<file path="config.mk">
export PLATFORM = sky130hd
export DESIGN_NAME = pio_dual_port
export DESIGN_NICKNAME = d
export VERILOG_FILES = /design/src/rtl/pio_pkg.sv /design/src/rtl/pio_port.sv /design/src/rtl/pio_regs.sv /design/src/rtl/pio_dma.sv /design/src/rtl/pio_dual_port.sv
export SDC_FILE = /design/constraint.sdc
export NUM_CORES = 1
export LEC_CHECK = 0
export BUFFER_PORTS_ARGS = -buffer_cell sky130_fd_sc_hd__clkbuf_2
export CORE_MARGIN = 1.5
export CORE_UTILIZATION = 30
export DETAILED_ROUTE_END_ITERATION = 8
export SLEW_MARGIN = 30
export SYNTH_ARGS = -nofsm -noshare
export SYNTH_HDL_FRONTEND = slang
export SYNTH_SLANG_ARGS = --single-unit
export TNS_END_PERCENT = 10
</file>
<file path="constraint.sdc">
create_clock -name clk -period 2.7 [get_ports clk]
set_clock_uncertainty 0.2 [all_clocks]
set_input_delay 0.54 -clock clk [delete_from_list [all_inputs] [get_ports clk]]
set_output_delay 0.54 -clock clk [all_outputs]
set_load 0.02 [all_outputs]
</file>
<file path="src/rtl/pio_pkg.sv">
package pio_pkg;
  localparam int ADDR_W = 3;

  localparam logic [ADDR_W-1:0] REG_PA  = 3'd0;
  localparam logic [ADDR_W-1:0] REG_PB  = 3'd1;
  localparam logic [ADDR_W-1:0] REG_DIR = 3'd2;
  localparam logic [ADDR_W-1:0] REG_CTL = 3'd3;

  localparam int DIR_A_BIT   = 0;
  localparam int DIR_B_BIT   = 1;
  localparam int CTL_EN_BIT  = 0;
  localparam int CTL_WID_BIT = 2;

  localparam int NPORT = 2;

  typedef struct packed {
    logic dma_en;
    logic word;
  } ctl_t;
endpackage

</file>
<file path="src/rtl/pio_port.sv">
module pio_port #(
  parameter int W = 8
) (
  input  logic         clk,
  input  logic         rst_n,
  input  logic         ld,
  input  logic [W-1:0] ld_data,
  input  logic [W-1:0] pin_in,
  output logic [W-1:0] out_q,
  output logic [W-1:0] smp_q
);
  always_ff @(posedge clk) begin
    if (!rst_n) begin
      out_q <= '0;
      smp_q <= '0;
    end else begin
      smp_q <= pin_in;
      if (ld) out_q <= ld_data;
    end
  end
endmodule

</file>
<file path="src/rtl/pio_regs.sv">
module pio_regs
  import pio_pkg::*;
#(
  parameter int W = 8
) (
  input  logic                       clk,
  input  logic                       rst_n,
  input  logic                       wr,
  input  logic [ADDR_W-1:0]          addr,
  input  logic [W-1:0]               wdata,
  input  logic [NPORT-1:0][W-1:0]    port_out,
  input  logic [NPORT-1:0][W-1:0]    port_smp,
  output logic                       dir_a,
  output logic                       dir_b_eff,
  output ctl_t                       ctl,
  output logic [W-1:0]               rdata
);
  logic dir_a_q, dir_b_q;
  ctl_t ctl_q;

  always_ff @(posedge clk) begin
    if (!rst_n) begin
      dir_a_q <= 1'b0;
      dir_b_q <= 1'b0;
      ctl_q   <= '0;
    end else if (wr) begin
      if (addr == REG_DIR) begin
        dir_a_q <= wdata[DIR_A_BIT];
        dir_b_q <= wdata[DIR_B_BIT];
      end
      if (addr == REG_CTL) begin
        ctl_q.dma_en <= wdata[CTL_EN_BIT];
        ctl_q.word   <= wdata[CTL_WID_BIT];
      end
    end
  end

  assign dir_a     = dir_a_q;
  assign dir_b_eff = ctl_q.word ? dir_a_q : dir_b_q;
  assign ctl       = ctl_q;

  always_comb begin
    rdata = '0;
    unique case (addr)
      REG_PA:  rdata = dir_a_q   ? port_out[0] : port_smp[0];
      REG_PB:  rdata = dir_b_eff ? port_out[1] : port_smp[1];
      REG_DIR: begin
        rdata[DIR_A_BIT] = dir_a_q;
        rdata[DIR_B_BIT] = dir_b_q;
      end
      REG_CTL: begin
        rdata[CTL_EN_BIT]  = ctl_q.dma_en;
        rdata[CTL_WID_BIT] = ctl_q.word;
      end
      default: rdata = '0;
    endcase
  end
endmodule

</file>
<file path="src/rtl/pio_dma.sv">
module pio_dma #(
  parameter int W = 8
) (
  input  logic         clk,
  input  logic         rst_n,
  input  logic         active,
  input  logic         to_pin,
  input  logic         stb,
  input  logic         ack,
  input  logic [W-1:0] pin_in,
  output logic [W-1:0] hold_q,
  output logic         req,
  output logic         load
);
  logic full_q, empty_q, take;

  assign req  = active && (to_pin ? empty_q : full_q);
  assign take = ack && req;
  assign load = take && to_pin;

  always_ff @(posedge clk) begin
    if (!rst_n) begin
      full_q  <= 1'b0;
      empty_q <= 1'b1;
      hold_q  <= '0;
    end else begin
      if (stb && !to_pin) begin
        full_q <= 1'b1;
        hold_q <= pin_in;
      end else if (take && !to_pin) begin
        full_q <= 1'b0;
      end
      if (take && to_pin)     empty_q <= 1'b0;
      else if (stb && to_pin) empty_q <= 1'b1;
    end
  end
endmodule

</file>
<file path="src/rtl/pio_dual_port.sv">
module pio_dual_port
  import pio_pkg::*;
#(
  parameter int W = 8
) (
  input  logic              clk,
  input  logic              rst_n,
  input  logic [ADDR_W-1:0] bus_addr,
  input  logic              bus_wr,
  input  logic [W-1:0]      bus_wdata,
  output logic [W-1:0]      bus_rdata,
  input  logic [W-1:0]      pin_a_in,
  output logic [W-1:0]      pin_a_out,
  output logic              pin_a_oe,
  input  logic              pin_a_stb,
  input  logic [W-1:0]      pin_b_in,
  output logic [W-1:0]      pin_b_out,
  output logic              pin_b_oe,
  output logic              dma_req,
  input  logic              dma_ack,
  input  logic [W-1:0]      dma_wdata,
  output logic [W-1:0]      dma_rdata
);
  logic [NPORT-1:0][W-1:0] port_out, port_smp, ld_data, pin_in_v;
  logic [NPORT-1:0]        ld;
  logic                    dir_a, dir_b_eff, dma_load;
  ctl_t                    ctl;

  assign pin_in_v[0] = pin_a_in;
  assign pin_in_v[1] = pin_b_in;

  // bus write to port A has priority over a DMA load
  assign ld[0]      = (bus_wr && bus_addr == REG_PA) || dma_load;
  assign ld_data[0] = (bus_wr && bus_addr == REG_PA) ? bus_wdata : dma_wdata;
  assign ld[1]      = bus_wr && bus_addr == REG_PB;
  assign ld_data[1] = bus_wdata;

  for (genvar p = 0; p < NPORT; p++) begin : g_port
    pio_port #(.W(W)) u_port (
      .clk     (clk),
      .rst_n   (rst_n),
      .ld      (ld[p]),
      .ld_data (ld_data[p]),
      .pin_in  (pin_in_v[p]),
      .out_q   (port_out[p]),
      .smp_q   (port_smp[p])
    );
  end

  pio_regs #(.W(W)) u_regs (
    .clk       (clk),
    .rst_n     (rst_n),
    .wr        (bus_wr),
    .addr      (bus_addr),
    .wdata     (bus_wdata),
    .port_out  (port_out),
    .port_smp  (port_smp),
    .dir_a     (dir_a),
    .dir_b_eff (dir_b_eff),
    .ctl       (ctl),
    .rdata     (bus_rdata)
  );

  pio_dma #(.W(W)) u_dma (
    .clk    (clk),
    .rst_n  (rst_n),
    .active (ctl.dma_en && !ctl.word),
    .to_pin (dir_a),
    .stb    (pin_a_stb),
    .ack    (dma_ack),
    .pin_in (pin_a_in),
    .hold_q (dma_rdata),
    .req    (dma_req),
    .load   (dma_load)
  );

  assign pin_a_out = port_out[0];
  assign pin_b_out = port_out[1];
  assign pin_a_oe  = dir_a;
  assign pin_b_oe  = dir_b_eff;
endmodule

</file>
==> flow_metrics.py, run 1 <==
metrics = {
    "timing": {
        "slew_headroom_pct": 46.4,
        "finalSetupViolations": 0,
        "clock.fmax_mhz": 402,
        "period_share_pct": 92.1,
        "rsz0062_at_grt": "false",
        "worst_pin_slew_ns": 0.804,
        "period_needed_ns": 2.49,
        "hold_viol": 0,
        "tns_ns": 0,
        "final_max_slew_viol_count": 0,
    },
    "drt": {
        "dr.pass1.iters": 4,
        "drtIter0Drc": 38,
        "drc": 0,
        "routed_via_density": 4.62,
        "ant_nets": 0,
        "wirelength_mm": 5.44,
        "vias": 1783,
        "drt-wirelength-per-cell_um": 14.1,
    },
    "min_path": {
        "hold_path_end": "g_port[1].u_port.smp_q[0]$_SDFF_PN0_",
        "hold_path_class": "in -> reg",
        "holdPathStages": 2,
        "hp-start": "pin_b_in[0]",
    },
    "finish": {
        "areaGrowthSynthToFinish_pct": 24.3,
        "drive_gt1_share_pct": 40.0,
        "nets": 329,
        "antenna_cells": 0,
        "utilization_pct": 39.0,
        "nFillCells": 778,
    },
    "power": {
        "swShare_pct": 25.3,
        "power.internal_mw": 1.06,
        "vdd_drop_max_v": 0.000213,
        "combPwrFrac_pct": 13.1,
        "p_seq_share_pct": 50.8,
        "p_sw_mw": 0.358,
        "cellPowerDensity_nw_per_um2": 526,
        "clock_power_share_pct": 36.1,
        "power.leakage_nw": 1.16,
    },
    "cts": {
        "cts_max_level": 2,
        "postCtsSetupBuffers": 0,
        "cts_made_buffers": 5,
        "cts_tree": "done",
        "clock-sinks": 46,
        "cts.hold.buffers_added": 0,
        "cts-root-buf": "clkbuf_8",
        "clockBufferDepth": 2,
        "post_cts_resized": 0,
        "worstSkewPairLatency_ns": 0.30,
        "cts.clk_slew.worst_paths_ns": 0.09,
    },
    "setup_path": {
        "cp.required_ns": 1.96,
        "criticalPathCategory": "reg -> out",
        "reg2reg_depth": 5,
        "cp_data_arrival_time_ns": 1.75,
        "path_max_fanout": 10,
        "endpoint_kind": "output port",
        "regToRegEndpoint": "g_port[0].u_port.out_q[5]$_SDFFE_PN0P_",
        "startpoint_type": "flip-flop",
        "rrSetupSlack_ns": 0.85,
        "reg2reg_from": "u_regs.dir_a$_SDFFE_PN0P_",
    },
    "placed_design": {
        "numPortBuffers": 74,
        "dp_hpwl_mm": 4.02,
        "gp_congestion": 0.778,
    },
    "yosys": {
        "postSynthCellCount": 222,
        "syn_area_um2": 2170,
        "synth_top_area_share_pct": 42.5,
        "ys_warn_count": 0,
        "ys_ff_latch": 46,
        "synth_fp_nets": 262,
        "synth.cells.most_frequent": "dfxtp_1, mux2i_1, nand2_1",
        "synth_ff_type": "dfxtp_1",
        "synth-edff-count": 0,
        "synth_seq_area_share_pct": 42.5,
        "synth_cell_types": 39,
        "syn_area_per_cell_um2": 9.77,
        "postSynth.asyncResetShare_pct": 0,
        "synth.most_common_cell": "dfxtp_1",
        "yosys.area.top_type": "dfxtp_1",
        "synth_area_leaders": "dfxtp_1, mux2i_1, a211oi_2",
    },
    "outcome": {
        "outcome": "finished clean",
    },
    "floorplanning": {
        "dieArea_um2": 7750,
        "die_w_um": 88.0,
        "rows": 30,
        "io_pins": 75,
        "start_util_pct": 31.4,
        "core-area_um2": 6910,
        "die_h_um": 88.0,
    },
    "grt": {
        "overflow": 0,
        "grt_pass1_vias": 1696,
        "grt_usage_pct": 14.8,
        "grt_pass1_wl_mm": 8.56,
        "grt_max_degree": 47,
        "antenna_found_initial": 0,
    },
    "run": {
        "timing.max_cap.violations": 0,
    },
}
[worst max path at each step]
stage | startpoint | endpoint | cells past startpoint
after global routing | u_regs.ctl[0]$_SDFFE_PN0P_ | bus_rdata[0] | 4
after CTS | u_regs.dir_a$_SDFFE_PN0P_ | bus_rdata[5] | 5
final | u_regs.ctl[0]$_SDFFE_PN0P_ | bus_rdata[7] | 4
after global placement | bus_addr[2] | bus_rdata[1] | 5
after floorplan | u_regs.dir_a$_SDFFE_PN0P_ | bus_rdata[0] | 4
after detailed placement | bus_addr[2] | bus_rdata[1] | 5
[state kept, by name, summed over array words and instances (netlist names)]
register             count
g_port.u_port.out_q     16
g_port.u_port.smp_q     16
u_dma.empty_q            1
u_dma.full_q             1
u_dma.hold_q             8
u_regs.ctl               2
u_regs.dir_a             1
u_regs.dir_b_q           1
[worst max-delay path, cell delays in order (launching register included)]
cell      delay [ns]
dfxtp_2         0.39
mux2i_4         0.50
mux2i_1         0.28
a21oi_1         0.09
clkbuf_2        0.18
[layer usage]
layer | part of all wire (%) | track usage (%) | vias up
met5 | 0 | 0 | -
met2 | 48 | 24.4 | 49
met1 | 45 | 19.2 | 822
met3 | 5.8 | 3.77 | 7
met4 | 1.1 | 4.26 | 0
li1 | - | - | 905
[power groups by stage]
| stage | Sequential, mW | Clock [mW] | Combinational, mW |
|---|---|---|---|
| after floorplan | 0.750 | 0 | 0.102 |
| after global placement | 0.737 | 0 | 0.186 |
| after detailed placement | 0.738 | 0 | 0.188 |
| after CTS | 0.722 | 0.533 | 0.188 |
| after global routing | 0.725 | 0.573 | 0.205 |
| final | 0.721 | 0.512 | 0.186 |
[area by class of cell]
type,instances,area [um^2],share of cell area [%]
clock buffers,5,68.8,2.55
repair buffers,79,408,15.1
well taps,96,120,4.46
clock inverters,3,40.0,1.49
inverters,2,7.51,0.279
multi-input cells,155,1130,41.8
flip-flops and latches,46,923,34.3
[kinds of logic (layout without fill, tap and decap cells)]
kind of cell    Yosys count  count (layout)  share of synthesized area [%]
compound gates           47              47                           16.1
buf+inv                  21              89                           5.54
flops                    46              46                           42.5
mux                      28              28                           13.9
simple gates             80              80                           22.0
[through the flow]
step / power [mW] / hold slack, ns / area, um^2 / cells / worst slack [ns]
after floorplan: 0.852 / 0.257 / 2170 / 222 / 0.438
after global placement: 0.923 / 0.258 / 2580 / 378 / 0.338
after detailed placement: 0.925 / 0.269 / 2580 / 378 / 0.303
after CTS: 1.44 / 0.223 / 2690 / 386 / 0.0350
after global routing: 1.50 / 0.224 / 2700 / 386 / 0.0402
final: 1.42 / 0.236 / 2700 / 386 / 0.213
[cells in the final DEF, fill, tap and decap left out, types with 3 or more instances in the layout]
master    instances
mux2_2            7
a21boi_0          9
clkbuf_2         74
buf_4             5
nor4_1            8
mux2i_1          20
dfxtp_1          44
nand2_1          17
and2_1           16
a21oi_1           7
o21ai_0          11
clkbuf_8          5
nor2_1           10
o21ai_1           3
a211oi_2          8
nor2b_1          13
o21ai_2           5
(Power assumes the default switching activity.)
==> inputs of run 2 (changes only) <==
--- a/config.mk
+++ b/config.mk
@@ -7,8 +7,9 @@
 export LEC_CHECK = 0
 export BUFFER_PORTS_ARGS = -buffer_cell sky130_fd_sc_hd__clkbuf_2
 export CORE_MARGIN = 1.5
-export CORE_UTILIZATION = 30
+export CORE_UTILIZATION = 53
 export DETAILED_ROUTE_END_ITERATION = 8
+export PLACE_DENSITY = 0.84
 export SLEW_MARGIN = 30
 export SYNTH_ARGS = -nofsm -noshare
 export SYNTH_HDL_FRONTEND = slang
==> run 2 against run 1 <==
Net effect: design area decreased by 3.7%; combinational power decreased by 3%; first-iteration DRC count increased by 110%; highest routed layer unchanged; worst setup slack got worse by 0.030 ns; utilization increased by 26 points; cell count decreased by 12%; worst hold slack improved by 0.013 ns; via count unchanged; maximum frequency decreased by 1.2%; flip-flop and latch count unchanged; sequential share of layout area increased by 1.3 points; routed wire length decreased by 15%.
==> flow_metrics.py, run 2 (synthesis gave the netlist of run 1 again) <==
metrics = {
    "outcome": {
        "outcome": "finished clean",
    },
    "timing": {
        "final_max_slew_viol_count": 0,
        "tns_ns": 0,
        "finalSetupViolations": 0,
        "hold_viol": 0,
        "finalHoldWorstSlack_ns": 0.249,
        "period_needed_ns": 2.52,
        "timing.final.ws_setup_ns": 0.183,
        "period_share_pct": 93.2,
        "clock.fmax_mhz": 397,
        "slew_headroom_pct": 50.0,
        "worst_pin_slew_ns": 0.750,
        "rsz0062_at_grt": "false",
    },
    "power": {
        "cellPowerDensity_nw_per_um2": 496,
        "vdd_drop_max_v": 0.000392,
        "p_sw_mw": 0.324,
        "combPwrFrac_pct": 14.0,
        "power.internal_mw": 0.965,
        "clock_power_share_pct": 30.0,
        "power.leakage_nw": 1.14,
        "swShare_pct": 25.2,
        "p_seq_share_pct": 56.0,
    },
    "grt": {
        "grt_max_degree": 47,
        "overflow": 0,
        "grt_pass1_vias": 1625,
        "grt_pass1_wl_mm": 7.29,
        "antenna_found_initial": 0,
        "grt_usage_pct": 22.0,
    },
    "floorplanning": {
        "rows": 23,
        "io_pins": 75,
        "dieArea_um2": 4480,
        "die_h_um": 67.0,
        "start_util_pct": 54.6,
        "die_w_um": 67.0,
        "core-area_um2": 3970,
    },
    "drt": {
        "routed_via_density": 5.28,
        "vias": 1783,
        "dr.pass1.iters": 4,
        "wirelength_mm": 4.61,
        "ant_nets": 0,
        "drtIter0Drc": 78,
        "drt-wirelength-per-cell_um": 13.6,
        "drc": 0,
    },
    "setup_path": {
        "cp.required_ns": 1.96,
        "criticalPathCategory": "reg -> out",
        "path_max_fanout": 10,
        "cp_data_arrival_time_ns": 1.78,
        "endpoint_kind": "output port",
        "startpoint_type": "flip-flop",
    },
    "finish": {
        "drive_gt1_share_pct": 38.5,
        "final_cell_area_um2": 2600,
        "antenna_cells": 0,
        "multi_input_area_um2": 1130,
        "mostFrequentLayoutCells": "clkbuf_2, dfxtp_1, mux2i_1, nand2_1, and2_1",
        "layout_commonest_cell": "clkbuf_2",
        "nFillCells": 341,
        "stdcell_count": 338,
        "final-seq-area_um2": 922,
        "largestRegisters": "g_port.u_port.out_q: 16 flops, g_port.u_port.smp_q: 16 flops, u_dma.hold_q: 8 flops",
        "nets": 328,
        "areaGrowthSynthToFinish_pct": 19.7,
    },
    "cts": {
        "cts.clk_slew.worst_paths_ns": 0.08,
        "post_cts_resized": 1,
        "clock-sinks": 46,
        "cts.hold.buffers_added": 0,
        "clockBufferDepth": 2,
        "worstSkewPairLatency_ns": 0.29,
        "cts_max_level": 2,
        "postCtsSetupBuffers": 0,
        "cts_tree": "done",
        "cts_made_buffers": 5,
        "cts-root-buf": "clkbuf_8",
    },
    "placed_design": {
        "gp_congestion": 0.833,
        "dp_slack_ns": 0.296,
        "dp_hpwl_mm": 3.44,
        "dp.cells": 331,
        "postPlaceCellArea_um2": 2520,
        "numPortBuffers": 74,
    },
    "run": {
        "timing.max_cap.violations": 0,
    },
    "min_path": {
        "hold_path_class": "in -> reg",
    },
}
[run 2: cell types whose count changed in the layout (fill, tap and decap cells not counted)]
cell | before | now
buf_4 | 5 | 4
bufinv_16 | 1 | 0
dfxtp_1 | 44 | 45
dfxtp_2 | 2 | 1
clkbuf_1 | 0 | 2
clkinv_2 | 2 | 0
[run 2: through the flow]
stage / power, mW / utilization, %
after CTS: 1.30 / 65.4
after floorplan: 0.852 / -
after global placement: 0.916 / 63.4
final: 1.29 / 65.4
after global routing: 1.35 / 65.4
after detailed placement: 0.919 / 63.4
[run 2: layout make-up]
class / instances / area share [%]
Multi-Input combinational cell: 155 / 43.4
Sequential cell: 46 / 35.5
Timing Repair Buffer: 78 / 15.4
Clock buffer: 7 / 2.94
Tap cell: 50 / 2.41
Inverter: 2 / 0.289
[run 2: critical path, stage by stage, from the launching register on]
cell and delay [ns]:
dfxtp_1 0.44, mux2i_4 0.48, nor3_1 0.08, o31ai_1 0.26, clkbuf_2 0.21
[run 2: path summary, 6_finish.rpt]
kind                                 from                                endpoint  slack (ns)  depth (start not counted)
max            u_regs.ctl[0]$_SDFFE_PN0P_                            bus_rdata[0]        0.18                          4
min                           pin_b_in[4]    g_port[1].u_port.smp_q[4]$_SDFF_PN0_        0.25                          2
max reg2reg     u_regs.dir_a$_SDFFE_PN0P_  g_port[0].u_port.out_q[0]$_SDFFE_PN0P_        0.91                          4
min reg2reg  u_dma.hold_q[7]$_SDFFE_PN0P_            u_dma.hold_q[7]$_SDFFE_PN0P_        0.27                          2
[run 2: power groups by stage]
| stage | combinational, mW | clock [mW] | sequential [mW] |
|---|---|---|---|
| 2_1_floorplan | 0.102 | 0 | 0.750 |
| 3_3_place_gp | 0.178 | 0 | 0.738 |
| 3_5_place_dp | 0.181 | 0 | 0.738 |
| 4_1_cts | 0.181 | 0.398 | 0.722 |
| 5_1_grt | 0.199 | 0.422 | 0.726 |
| 6_report | 0.181 | 0.386 | 0.722 |
[run 2: per-layer routing]
layer / vias up / global-route usage, % / wire, um
li1: 904 / - / -
met1: 821 / 25.9 / 2020
met2: 51 / 38.5 / 2240
met3: 7 / 5.07 / 280
met4: 0 / 8.42 / 62
met5: - / 0 / 0
==> inputs of run 3 (changes only) <==
--- a/config.mk
+++ b/config.mk
@@ -9,6 +9,7 @@
 export CORE_MARGIN = 1.5
 export CORE_UTILIZATION = 53
 export DETAILED_ROUTE_END_ITERATION = 8
+export MAX_ROUTING_LAYER = met4
 export PLACE_DENSITY = 0.84
 export SLEW_MARGIN = 30
 export SYNTH_ARGS = -nofsm -noshare
==> run 3 against run 2 <==
Net effect: global-route usage up 0.61 points; routed wire length rose by 0.26%; sequential power is essentially flat; maximum frequency decreased by 0.49%; worst setup slack got worse by 0.012 ns.
==> flow_metrics.py, run 3 (synthesis gave the netlist of run 1 again) <==
metrics = {
    "outcome": {
        "outcome": "finished clean",
    },
    "drt": {
        "vias": 1789,
        "drc": 0,
        "drt-wirelength-per-cell_um": 13.7,
        "ant_nets": 0,
        "wirelength_mm": 4.62,
        "routed_via_density": 5.29,
        "dr.pass1.iters": 4,
        "drtIter0Drc": 86,
    },
    "grt": {
        "overflow": 0,
        "antenna_found_initial": 0,
        "grt_pass1_vias": 1623,
        "grtUsageMet3_pct": 4.56,
        "grt_usage_pct": 22.6,
        "grt_max_degree": 47,
        "grt_busiest_layer": "met2",
        "grt_pass1_wl_mm": 7.31,
        "grtUsageMet1_pct": 26.5,
        "grt_use_met2_pct": 38.3,
    },
    "cts": {
        "cts_made_buffers": 5,
        "cts.clk_slew.worst_paths_ns": 0.08,
        "cts-root-buf": "clkbuf_8",
        "postCtsSetupBuffers": 0,
        "cts_tree": "done",
        "cts.hold.buffers_added": 0,
        "clockBufferDepth": 2,
        "post_cts_resized": 1,
        "worstSkewPairLatency_ns": 0.29,
        "clock-sinks": 46,
        "cts_max_level": 2,
    },
    "finish": {
        "nets": 328,
        "antenna_cells": 0,
        "nFillCells": 341,
        "final-seq-area_um2": 922,
        "multi_input_area_um2": 1130,
        "final_cell_area_um2": 2600,
        "areaGrowthSynthToFinish_pct": 19.7,
        "drive_gt1_share_pct": 38.5,
        "mostFrequentLayoutCells": "clkbuf_2, dfxtp_1, mux2i_1, nand2_1, and2_1",
        "layout_commonest_cell": "clkbuf_2",
        "largestRegisters": "g_port.u_port.out_q: 16 flops, g_port.u_port.smp_q: 16 flops, u_dma.hold_q: 8 flops",
    },
    "floorplanning": {
        "io_pins": 75,
        "core-area_um2": 3970,
        "rows": 23,
        "start_util_pct": 54.6,
        "die_h_um": 67.0,
        "die_w_um": 67.0,
        "dieArea_um2": 4480,
    },
    "setup_path": {
        "startpoint_type": "flip-flop",
        "criticalPathCategory": "reg -> out",
        "cp.required_ns": 1.96,
        "endpoint_kind": "output port",
        "path_max_fanout": 10,
        "cp_data_arrival_time_ns": 1.79,
    },
    "placed_design": {
        "postPlaceCellArea_um2": 2520,
        "gp_congestion": 0.846,
        "dp_hpwl_mm": 3.44,
        "dp_slack_ns": 0.296,
        "numPortBuffers": 74,
    },
    "timing": {
        "rsz0062_at_grt": "false",
        "period_share_pct": 93.7,
        "tns_ns": 0,
        "finalSetupViolations": 0,
        "clock.fmax_mhz": 395,
        "timing.final.ws_setup_ns": 0.170,
        "period_needed_ns": 2.53,
        "final_max_slew_viol_count": 0,
        "worst_pin_slew_ns": 0.752,
        "hold_viol": 0,
        "slew_headroom_pct": 49.9,
    },
    "power": {
        "power.leakage_nw": 1.14,
        "cellPowerDensity_nw_per_um2": 497,
        "vdd_drop_max_v": 0.000392,
    },
    "run": {
        "timing.max_cap.violations": 0,
    },
    "min_path": {
        "hold_path_class": "in -> reg",
    },
}
[run 3: cell counts in the layout (fill, tap and decap cells not counted)]
No cell type changed its count.
[run 3: routing by layer]
layer,wire length [um],up-vias
li1,-,904
met4,68,0
met2,2230,56
met3,257,9
met1,2070,820
met5,0,-
[run 3: metrics by stage]
| stage | total power [mW] | hold slack, ns | instances | util (%) |
|---|---|---|---|---|
| floorplan | 0.852 | 0.257 | 222 | - |
| global placement | 0.916 | 0.258 | 331 | 63.4 |
| detailed placement | 0.919 | 0.263 | 331 | 63.4 |
| CTS | 1.30 | 0.242 | 338 | 65.4 |
| global route | 1.35 | 0.238 | 338 | 65.4 |
| finish | 1.29 | 0.249 | 338 | 65.4 |
[run 3: worst max-delay path: stages, from the launching register on]
cell      delay, ns
dfxtp_1        0.45
mux2i_4        0.49
nor3_1         0.08
o31ai_1        0.26
clkbuf_2       0.21
[run 3: layout make-up]
class	instances	share of cell area (%)
Sequential cell	46	35.5
Multi-Input combinational cell	155	43.4
Inverter	2	0.289
Tap cell	50	2.41
Timing Repair Buffer	78	15.4
Clock buffer	7	2.94
[run 3: final timing paths]
path / from / end / slack (ns) / cells past startpoint
max: u_regs.ctl[0]$_SDFFE_PN0P_ / bus_rdata[0] / 0.17 / 4
min: pin_b_in[4] / g_port[1].u_port.smp_q[4]$_SDFF_PN0_ / 0.25 / 2
max reg2reg: u_regs.dir_a$_SDFFE_PN0P_ / g_port[0].u_port.out_q[0]$_SDFFE_PN0P_ / 0.90 / 4
min reg2reg: u_dma.hold_q[7]$_SDFFE_PN0P_ / u_dma.hold_q[7]$_SDFFE_PN0P_ / 0.27 / 2
[run 3: power breakdown]
part | leakage [nW] | switching (mW) | internal (mW)
clock network | 0.0383 | 0.209 | 0.178
registers | 0.378 | 0.0155 | 0.707
logic | 0.721 | 0.101 | 0.0798
